### config.mk
export PLATFORM = sky130hd
export DESIGN_NAME = wide_divider
export DESIGN_NICKNAME = d
export VERILOG_FILES = /design/src/rtl/wdiv_pkg.sv /design/src/rtl/wdiv_ctrl.sv /design/src/rtl/wdiv_datapath.sv /design/src/rtl/wide_divider.sv
export SDC_FILE = /design/constraint.sdc
export NUM_CORES = 1
export LEC_CHECK = 0
export ABC_CLOCK_PERIOD_IN_PS = 3140
export CAP_MARGIN = 20
export CORE_UTILIZATION = 38
export DETAILED_ROUTE_END_ITERATION = 10
export HOLD_SLACK_MARGIN = 0.12
export PLACE_DENSITY = 0.59
export SLEW_MARGIN = 40
export SYNTH_ARGS = -nofsm -noshare
export SYNTH_HDL_FRONTEND = slang
export SYNTH_SLANG_ARGS = --single-unit
### constraint.sdc
create_clock -name clk -period 3.14 [get_ports clk]
set_input_delay 0.314 -clock clk [delete_from_list [all_inputs] [get_ports clk]]
set_output_delay 0.314 -clock clk [all_outputs]
set_load 0.03 [all_outputs]
### src/rtl/wdiv_pkg.sv
package wdiv_pkg;

  typedef enum logic [1:0] {
    ST_IDLE,
    ST_CHECK,
    ST_ITER,
    ST_FIX
  } divState_t;

  typedef struct packed {
    logic load;
    logic eval;
    logic step;
    logic fix;
  } divStrobe_t;

endpackage

### src/rtl/wdiv_ctrl.sv
module wdiv_ctrl
  import wdiv_pkg::*;
#(
  parameter int HALF_W = 16
) (
  input  logic       clk,
  input  logic       rstN,
  input  logic       start,
  input  logic       earlyExit,
  output divStrobe_t strb,
  output logic       busy,
  output logic       done
);

  localparam int CNT_W = (HALF_W > 1) ? $clog2(HALF_W) : 1;
  localparam logic [CNT_W-1:0] LAST_STEP = CNT_W'(HALF_W - 1);

  divState_t state, stateNext;
  logic [CNT_W-1:0] stepCnt;
  logic finishing;

  always_comb begin
    strb      = '0;
    stateNext = state;
    finishing = 1'b0;
    case (state)
      ST_IDLE: begin
        if (start) begin
          strb.load = 1'b1;
          stateNext = ST_CHECK;
        end
      end
      ST_CHECK: begin
        strb.eval = 1'b1;
        if (earlyExit) begin
          stateNext = ST_IDLE;
          finishing = 1'b1;
        end else begin
          stateNext = ST_ITER;
        end
      end
      ST_ITER: begin
        strb.step = 1'b1;
        if (stepCnt == LAST_STEP) stateNext = ST_FIX;
      end
      ST_FIX: begin
        strb.fix  = 1'b1;
        finishing = 1'b1;
        stateNext = ST_IDLE;
      end
      default: stateNext = ST_IDLE;
    endcase
  end

  always_ff @(posedge clk) begin
    if (!rstN) begin
      state   <= ST_IDLE;
      stepCnt <= '0;
      done    <= 1'b0;
    end else begin
      state <= stateNext;
      done  <= finishing;
      if (strb.eval)      stepCnt <= '0;
      else if (strb.step) stepCnt <= stepCnt + 1'b1;
    end
  end

  assign busy = (state != ST_IDLE);

endmodule

### src/rtl/wdiv_datapath.sv
module wdiv_datapath
  import wdiv_pkg::*;
#(
  parameter int HALF_W = 16
) (
  input  logic                  clk,
  input  logic                  rstN,
  input  divStrobe_t            strb,
  input  logic                  signedMode,
  input  logic [2*HALF_W-1:0]   dividend,
  input  logic [HALF_W-1:0]     divisor,
  input  logic                  xIn,
  output logic                  earlyExit,
  output logic [2*HALF_W-1:0]   result,
  output logic                  flagN,
  output logic                  flagZ,
  output logic                  flagV,
  output logic                  flagC,
  output logic                  flagX,
  output logic                  divZero
);

  localparam int FULL_W = 2 * HALF_W;
  localparam logic [HALF_W-1:0] MIN_MAG = {1'b1, {(HALF_W-1){1'b0}}};

  // captured operands
  logic [FULL_W-1:0] origA;
  logic [FULL_W-1:0] magA;
  logic [HALF_W-1:0] magB;
  logic              negA, negB, isSigned, xHold;

  // iteration state
  logic [HALF_W-1:0] remReg;
  logic [HALF_W-1:0] quoReg;

  logic              divisorIsZero, magTooBig;
  logic [HALF_W:0]   shifted, trial;
  logic              trialFits;
  logic              negQ, signedOvf;
  logic [HALF_W-1:0] qOut, rOut;

  assign divisorIsZero = (magB == '0);
  assign magTooBig     = (magA[FULL_W-1:HALF_W] >= magB);
  assign earlyExit     = divisorIsZero | magTooBig;

  // one restoring step
  assign shifted   = {remReg, quoReg[HALF_W-1]};
  assign trial     = shifted - {1'b0, magB};
  assign trialFits = ~trial[HALF_W];

  // sign correction
  assign negQ      = negA ^ negB;
  assign signedOvf = isSigned & (negQ ? (quoReg > MIN_MAG) : quoReg[HALF_W-1]);
  assign qOut      = negQ ? (HALF_W'(0) - quoReg) : quoReg;
  assign rOut      = negA ? (HALF_W'(0) - remReg) : remReg;

  always_ff @(posedge clk) begin
    if (!rstN) begin
      origA    <= '0;
      magA     <= '0;
      magB     <= '0;
      negA     <= 1'b0;
      negB     <= 1'b0;
      isSigned <= 1'b0;
      xHold    <= 1'b0;
    end else if (strb.load) begin
      origA    <= dividend;
      isSigned <= signedMode;
      xHold    <= xIn;
      negA     <= signedMode & dividend[FULL_W-1];
      negB     <= signedMode & divisor[HALF_W-1];
      magA     <= (signedMode & dividend[FULL_W-1]) ? (FULL_W'(0) - dividend) : dividend;
      magB     <= (signedMode & divisor[HALF_W-1]) ? (HALF_W'(0) - divisor) : divisor;
    end
  end

  always_ff @(posedge clk) begin
    if (!rstN) begin
      remReg <= '0;
      quoReg <= '0;
    end else if (strb.eval) begin
      remReg <= magA[FULL_W-1:HALF_W];
      quoReg <= magA[HALF_W-1:0];
    end else if (strb.step) begin
      remReg <= trialFits ? trial[HALF_W-1:0] : shifted[HALF_W-1:0];
      quoReg <= {quoReg[HALF_W-2:0], trialFits};
    end
  end

  always_ff @(posedge clk) begin
    if (!rstN) begin
      result  <= '0;
      flagN   <= 1'b0;
      flagZ   <= 1'b0;
      flagV   <= 1'b0;
      flagC   <= 1'b0;
      flagX   <= 1'b0;
      divZero <= 1'b0;
    end else begin
      divZero <= 1'b0;
      if (strb.eval && earlyExit) begin
        result  <= origA;
        flagN   <= 1'b0;
        flagZ   <= 1'b0;
        flagV   <= ~divisorIsZero;
        flagC   <= 1'b0;
        flagX   <= xHold;
        divZero <= divisorIsZero;
      end else if (strb.fix) begin
        flagC <= 1'b0;
        flagX <= xHold;
        if (signedOvf) begin
          result <= origA;
          flagN  <= 1'b0;
          flagZ  <= 1'b0;
          flagV  <= 1'b1;
        end else begin
          result <= {rOut, qOut};
          flagN  <= qOut[HALF_W-1];
          flagZ  <= (qOut == '0);
          flagV  <= 1'b0;
        end
      end
    end
  end

endmodule

### src/rtl/wide_divider.sv
module wide_divider
  import wdiv_pkg::*;
#(
  parameter int HALF_W = 16
) (
  input  logic                clk,
  input  logic                rstN,
  input  logic                start,
  input  logic                signedMode,
  input  logic [2*HALF_W-1:0] dividend,
  input  logic [HALF_W-1:0]   divisor,
  input  logic                xIn,
  output logic                busy,
  output logic                done,
  output logic [2*HALF_W-1:0] result,
  output logic                flagN,
  output logic                flagZ,
  output logic                flagV,
  output logic                flagC,
  output logic                flagX,
  output logic                divZero
);

  divStrobe_t strb;
  logic       earlyExit;

  wdiv_ctrl #(.HALF_W(HALF_W)) uCtrl (
    .clk       (clk),
    .rstN      (rstN),
    .start     (start),
    .earlyExit (earlyExit),
    .strb      (strb),
    .busy      (busy),
    .done      (done)
  );

  wdiv_datapath #(.HALF_W(HALF_W)) uPath (
    .clk        (clk),
    .rstN       (rstN),
    .strb       (strb),
    .signedMode (signedMode),
    .dividend   (dividend),
    .divisor    (divisor),
    .xIn        (xIn),
    .earlyExit  (earlyExit),
    .result     (result),
    .flagN      (flagN),
    .flagZ      (flagZ),
    .flagV      (flagV),
    .flagC      (flagC),
    .flagX      (flagX),
    .divZero    (divZero)
  );

endmodule

* Word level (Yosys, flattened, before mapping)
Index checks and enable logic that the tools add are counted.
** Cells by class
- Order comparisons :: 2
- Reduce and logical (&&, ||, !) cells :: 11
- $add $sub $neg :: 6
- Bitwise operators :: 8
- Equal/unequal tests :: 6
- Multiplexer cells :: 31
** Operator list (count)
- 2-to-1 mux 16 bit :: 8
- 2-to-1 mux 32 bit :: 4
- subtractor 1 x 16 -> 16 bit (first input constant) :: 3
- logical NOT 16 bit :: 2
- subtractor 1 x 32 -> 32 bit (first input constant) :: 1
- subtractor 17 x 16 -> 17 bit :: 1
- >= comparator 16 bit :: 1
- greater-than comparator 16 bit (second input constant) :: 1
- 2-to-1 mux 1 bit :: 14
- one-hot mux 2 bit (4 select lines) :: 1
- 2-to-1 mux 2 bit :: 3
- nonzero test 2 bit :: 3
- adder 4 x 1 -> 4 bit (second input constant) :: 1
- == test 2 bit (second input constant) :: 2
- == test 4 bit (second input constant) :: 1
- AND reduction 2 bit :: 2
- OR reduction 2 bit :: 2
- bitwise AND 1 bit :: 3
- NOT 1 bit :: 3
- == test 2 x 1 -> 1 bit (second input constant) :: 1
- logical NOT 2 bit :: 1
- inequality test 2 x 1 -> 1 bit (second input constant) :: 1
- inequality test 2 bit (second input constant) :: 1
- one-hot mux 1 bit (2 select lines) :: 1
- 3 further kinds :: 3
** Storage, ports and cells
- Output and inout port bits :: 40
- Input bits :: 53
- Bits in registers :: 160
- Logic and storage cells :: 82

* Logic depth before layout (Yosys ltp)
- Depth after elaboration :: 6
- Depth in mapped cells :: 11
- Gate-level depth less buffers :: 10

* By module
Synthesis repeated with hierarchy kept, for this count alone.
** Unflattened totals
- Cell total of the unflattened synthesis :: 1147
- Area total of the unflattened synthesis :: 9311.4 um2
** Modules (own cells, without submodules)
- wdiv_datapath :: instances 1, sequential area each 3042.9 um2, area each 8959.8 um2, cells an instance 1107
- wdiv_ctrl :: instances 1, sequential area each 140.1 um2, area each 351.6 um2, cells an instance 40

* Worst setup path after synthesis
No wires, ideal clock.
- Path type :: reg2reg
- Start point :: register uPath.quoReg[15]
- End point :: register uPath.remReg[5]
- Data arrival time :: 2479 ps
- Data required time :: 3024 ps
- Path slack :: 544 ps
- Buffers on the path :: 1
- Stages on the path, launching flop included :: 12
- Library setup time :: 116 ps
- Clock period less this slack :: 2596 ps
- Cell sequence :: dfxtp_1 inv_1 ha_1 fa_1 nor2b_1 o31a_1 o2111ai_1 o211ai_1 buf_2 mux2i_1 a21oi_1 a31o_2
** On the way
- Longest elaborated chain between the ends :: 4
** Ends and longest elaborated chain
- start, declared :: line wdiv_datapath.sv:34 : logic [HALF_W-1:0] quoReg;
- start signal, assigned :: line wdiv_datapath.sv:83 : quoReg <= magA[HALF_W-1:0];
- start signal, assigned :: line wdiv_datapath.sv:86 : quoReg <= {quoReg[HALF_W-2:0], trialFits};
- subtractor 17 x 16 -> 17 bit :: line wdiv_datapath.sv:48 : assign trial = shifted - {1'b0, magB};
- 2-to-1 mux 16 bit :: line wdiv_datapath.sv:85 : remReg <= trialFits ? trial[HALF_W-1:0] : shifted[HALF_W-1:0];
- 2-to-1 mux 16 bit :: line wdiv_datapath.sv:84 : end else if (strb.step) begin
- 2-to-1 mux 16 bit :: line wdiv_datapath.sv:81 : end else if (strb.eval) begin
- end signal, assigned :: line wdiv_datapath.sv:82 : remReg <= magA[FULL_W-1:HALF_W];
- end signal, assigned :: line wdiv_datapath.sv:85
- end, declared :: line wdiv_datapath.sv:33 : logic [HALF_W-1:0] remReg;
No other way between the ends. The select of a mux whose other input is x is not followed.
A chain may end at the register's enable or synchronous reset.

* Worst setup path after layout
- Start point :: register uPath.quoReg[6]
- End point :: register uPath.result[1]
** On the way
- Longest elaborated chain between the ends :: 6
** Ends and longest elaborated chain
- greater-than comparator 16 bit :: line wdiv_datapath.sv:53 : assign signedOvf = isSigned & (negQ ? (quoReg > MIN_MAG) : quoReg[HALF_W-1]);
- 2-to-1 mux 1 bit :: line wdiv_datapath.sv:53
- bitwise AND 1 bit :: line wdiv_datapath.sv:53
- 2-to-1 mux 32 bit :: line wdiv_datapath.sv:112 : if (signedOvf) begin
- 2-to-1 mux 32 bit :: line wdiv_datapath.sv:109 : end else if (strb.fix) begin
- 2-to-1 mux 32 bit :: line wdiv_datapath.sv:101 : if (strb.eval && earlyExit) begin
- end signal, assigned :: line wdiv_datapath.sv:102 : result <= origA;
- end signal, assigned :: line wdiv_datapath.sv:113 : result <= origA;
- end signal, assigned :: line wdiv_datapath.sv:118 : result <= {rOut, qOut};
- end, declared :: line wdiv_datapath.sv:14 : output logic [2*HALF_W-1:0] result,
No other way between the ends. The select of a mux whose other input is x is not followed.

==> reports/summary.txt <==
Status: finished clean
Die Span Y: 158 µm
Synthesized area: 9300 µm²
Sequential area share after synthesis: 0.342
Critical-path cell list: nor3_1, nand4_2, o311ai_4, nand2_1, o21ba_1, buf_4, o211ai_1, o2111a_1
CTS tree: built
Via count: 8,641
Nets@finish: 1,327
Yosys top cell by area: dfxtp_1
Met3 WL: 1.70 mm
Layout area overhead: 21.6%
Fin cells: 1,562
Share of cells above drive strength 1: 0.0821
Die area: 25,100 µm²
GRT Total Usage: 0.237
Port buffer count: 91
Power share of the clock group: 0.251
Slew Limit Fails: 0
CP bufs+invs: 1
First-pass GRT wire length: 45.1 mm
Sequential power share: 0.296
Initial Utilization: 0.392
DR pass1 iterations: 6
CP required: 3.47 ns
CTS Buf Count: 17
Commonest non-fill, non-tap cells in the layout: dfxtp_1 (159), nand2_1 (125), nor2_1 (120)
Postcts setup bufs: 0
Mapped Nets: 1,252
Arrival @ worst endpoint: 3.15 ns
Initial antenna violation count: 0
WHS: 0.445 ns
Min Tclk post-route: 2.83 ns
Antenna fix cells: 0
Worst Setup End Kind: register
Die width: 158 µm
Clock buffer depth: 2
CTS resizes: 0
GP Congestion: 0.896
Yosys Warn Count: 0
Register bit count reported by yosys: 159
Ports: 93
Fin Clk Skew: 0.00807 ns
Worst-path maximum fanout: 14
VDD IR max: 367 µV
Slew @ Worst Pin: 0.821 ns
Design Area, Final: 11,300 µm²
Routed WL per cell: 18.3 µm
RSZ-0062 raised after global routing: false
Final setup fails: 0
Clk pin slew, worst setup/hold paths: 0.07 ns
Setup TNS: 0 ns
Combinational group share of total power: 0.452
Remaining DRCs: 0
Core Footprint: 23,800 µm²
Met1 WL: 14.7 mm
Number of global-route vias before repair: 7,867
Slowest cell on crit path: nor3_1
Hold Path Class: input pin to register
Sink Count: 159
Final Hold Viols: 0
Rows: 56
Max Fclk: 354 MHz
HPWL after DPL: 21.5 mm
Share of the synthesized area in the top cell type: 0.342
Slew Limit Headroom: 0.451
H-tree depth: 4
CTS hold repair buffers: 0
Fin crit share: 0.901
Most common cell after layout, fill and taps aside: dfxtp_1
Internal power: 5.50 mW
Critical Path Max Stage Delay: 0.58 ns
WS Path Type: register to register
Pleak: 4.25 nW
Async set-or-reset flop fraction in the synthesized netlist: 0
Sw Ratio: 0.405
Drt total wl: 28.6 mm
Cell family with most CP delay: compound AO/OA/AOI/OAI gates
Maxcap violations: 0
Total power draw: 9.23 mW
Met2 wire length: 11.8 mm
Startpoint types: register
Clk Latency, worst-skew pair: 0.44 ns
Syn_area_per_cell: 8.05 µm²
Largest net degree at the start of global routing: 118
Top cells by area, synth: dfxtp_1 (34%), ha_1 (5.8%), a21oi_1 (5.3%), nand2_1 (5.0%), nor2_1 (4.8%)
Mapped Cells: 1,155
Placed cells: 1,530
Iter 0 DRT Violations: 646
Max Used Layer: met4
Power Density: 816 nW/µm²
Vias per Instance: 5.53
Netlist cell types: 67
Clock tree root buffer cell: clkbuf_16
P_sw: 3.73 mW
Predominant post-synthesis flop cell: dfxtp_1
Post-synth EDFFs: 0
Routed Antenna Nets: 0
Post-DP Area: 10,700 µm²
Grt ovf: 0
-- cells by family (layout without fill, tap and decap cells) --
logic type,count (synthesis),count (layout),share of synthesized area
and+or+nand+nor,367,367,0.184
buffers and inverters,129,217,0.0569
AOI/OAI and AO/OA,342,342,0.246
DFF,159,159,0.342
adders and majority gates,44,44,0.0600
xor gates and xnor gates,82,82,0.0772
other,1,1,0.000403
muxes,31,31,0.0334
-- final cells by class --
class,instances,area [µm²]
fillers,2324,12400
repair buffers,139,1310
multi-input cells,867,5590
clock inverters,15,220
well taps,319,399
inverters,46,174
flip-flops and latches,159,3180
clock buffers,17,425
-- synthesized netlist by cell type, types with 11 or more instances --
cell type and count:
dfxtp_1 159, nand2_1 125, nor2_1 120, a21oi_1 98
o21ai_0 64, clkbuf_1 62, a211oi_1 56, inv_1 46
xor2_1 44, ha_1 43, xnor2_1 38, nor3_1 32
mux2i_1 31, o31ai_1 15, a32oi_1 14, o2bb2ai_1 13
or3_1 12, nand2b_1 11
-- through the flow --
stage                     worst slack [ns]   util
after floorplan                      0.544      -
after global placement               0.258  0.449
after detailed placement             0.226  0.449
after CTS                            0.323  0.476
after global routing                0.0450  0.476
final                                0.311  0.476
-- worst min-delay path: stages --
cell and delay, ns:
clkdlybuf4s50_1 0.41, nand2_1 0.06, a21oi_1 0.05
-- state kept, by name, summed over array words and instances, names as in the netlist, 4 cells and up, named ones only --
signal	count
uPath.remReg	16
uPath.magA	32
uPath.result	32
uPath.magB	16
uCtrl.stepCnt	4
uPath.origA	31
uPath.quoReg	16
-- power groups by stage --
| stage | registers, mW | clock network, mW | logic [mW] |
|---|---|---|---|
| after CTS | 2.72 | 2.35 | 4.14 |
| after global placement | 2.76 | 0 | 4.08 |
| after global routing | 2.77 | 2.43 | 4.59 |
| after detailed placement | 2.77 | 0 | 4.12 |
| final | 2.73 | 2.32 | 4.18 |
| after floorplan | 2.81 | 0 | 2.80 |
-- per-layer routing --
layer / GRT usage / vias up
met5: 0 / -
met3: 0.0378 / 29
met2: 0.340 / 287
met4: 0.0664 / 0
met1: 0.358 / 4042
li1: - / 4283
-- worst paths after layout --
path	from	end	slack [ns]	cells after the start
max	uPath.quoReg[6]	uPath.result[1]	0.31	8
min	xIn	uPath.xHold	0.44	3
max reg2reg	uPath.quoReg[6]	uPath.result[1]	0.31	8
min reg2reg	uPath.origA[27]	uPath.origA[27]	0.46	2
Note: power is estimated with default switching activity, not from simulation.
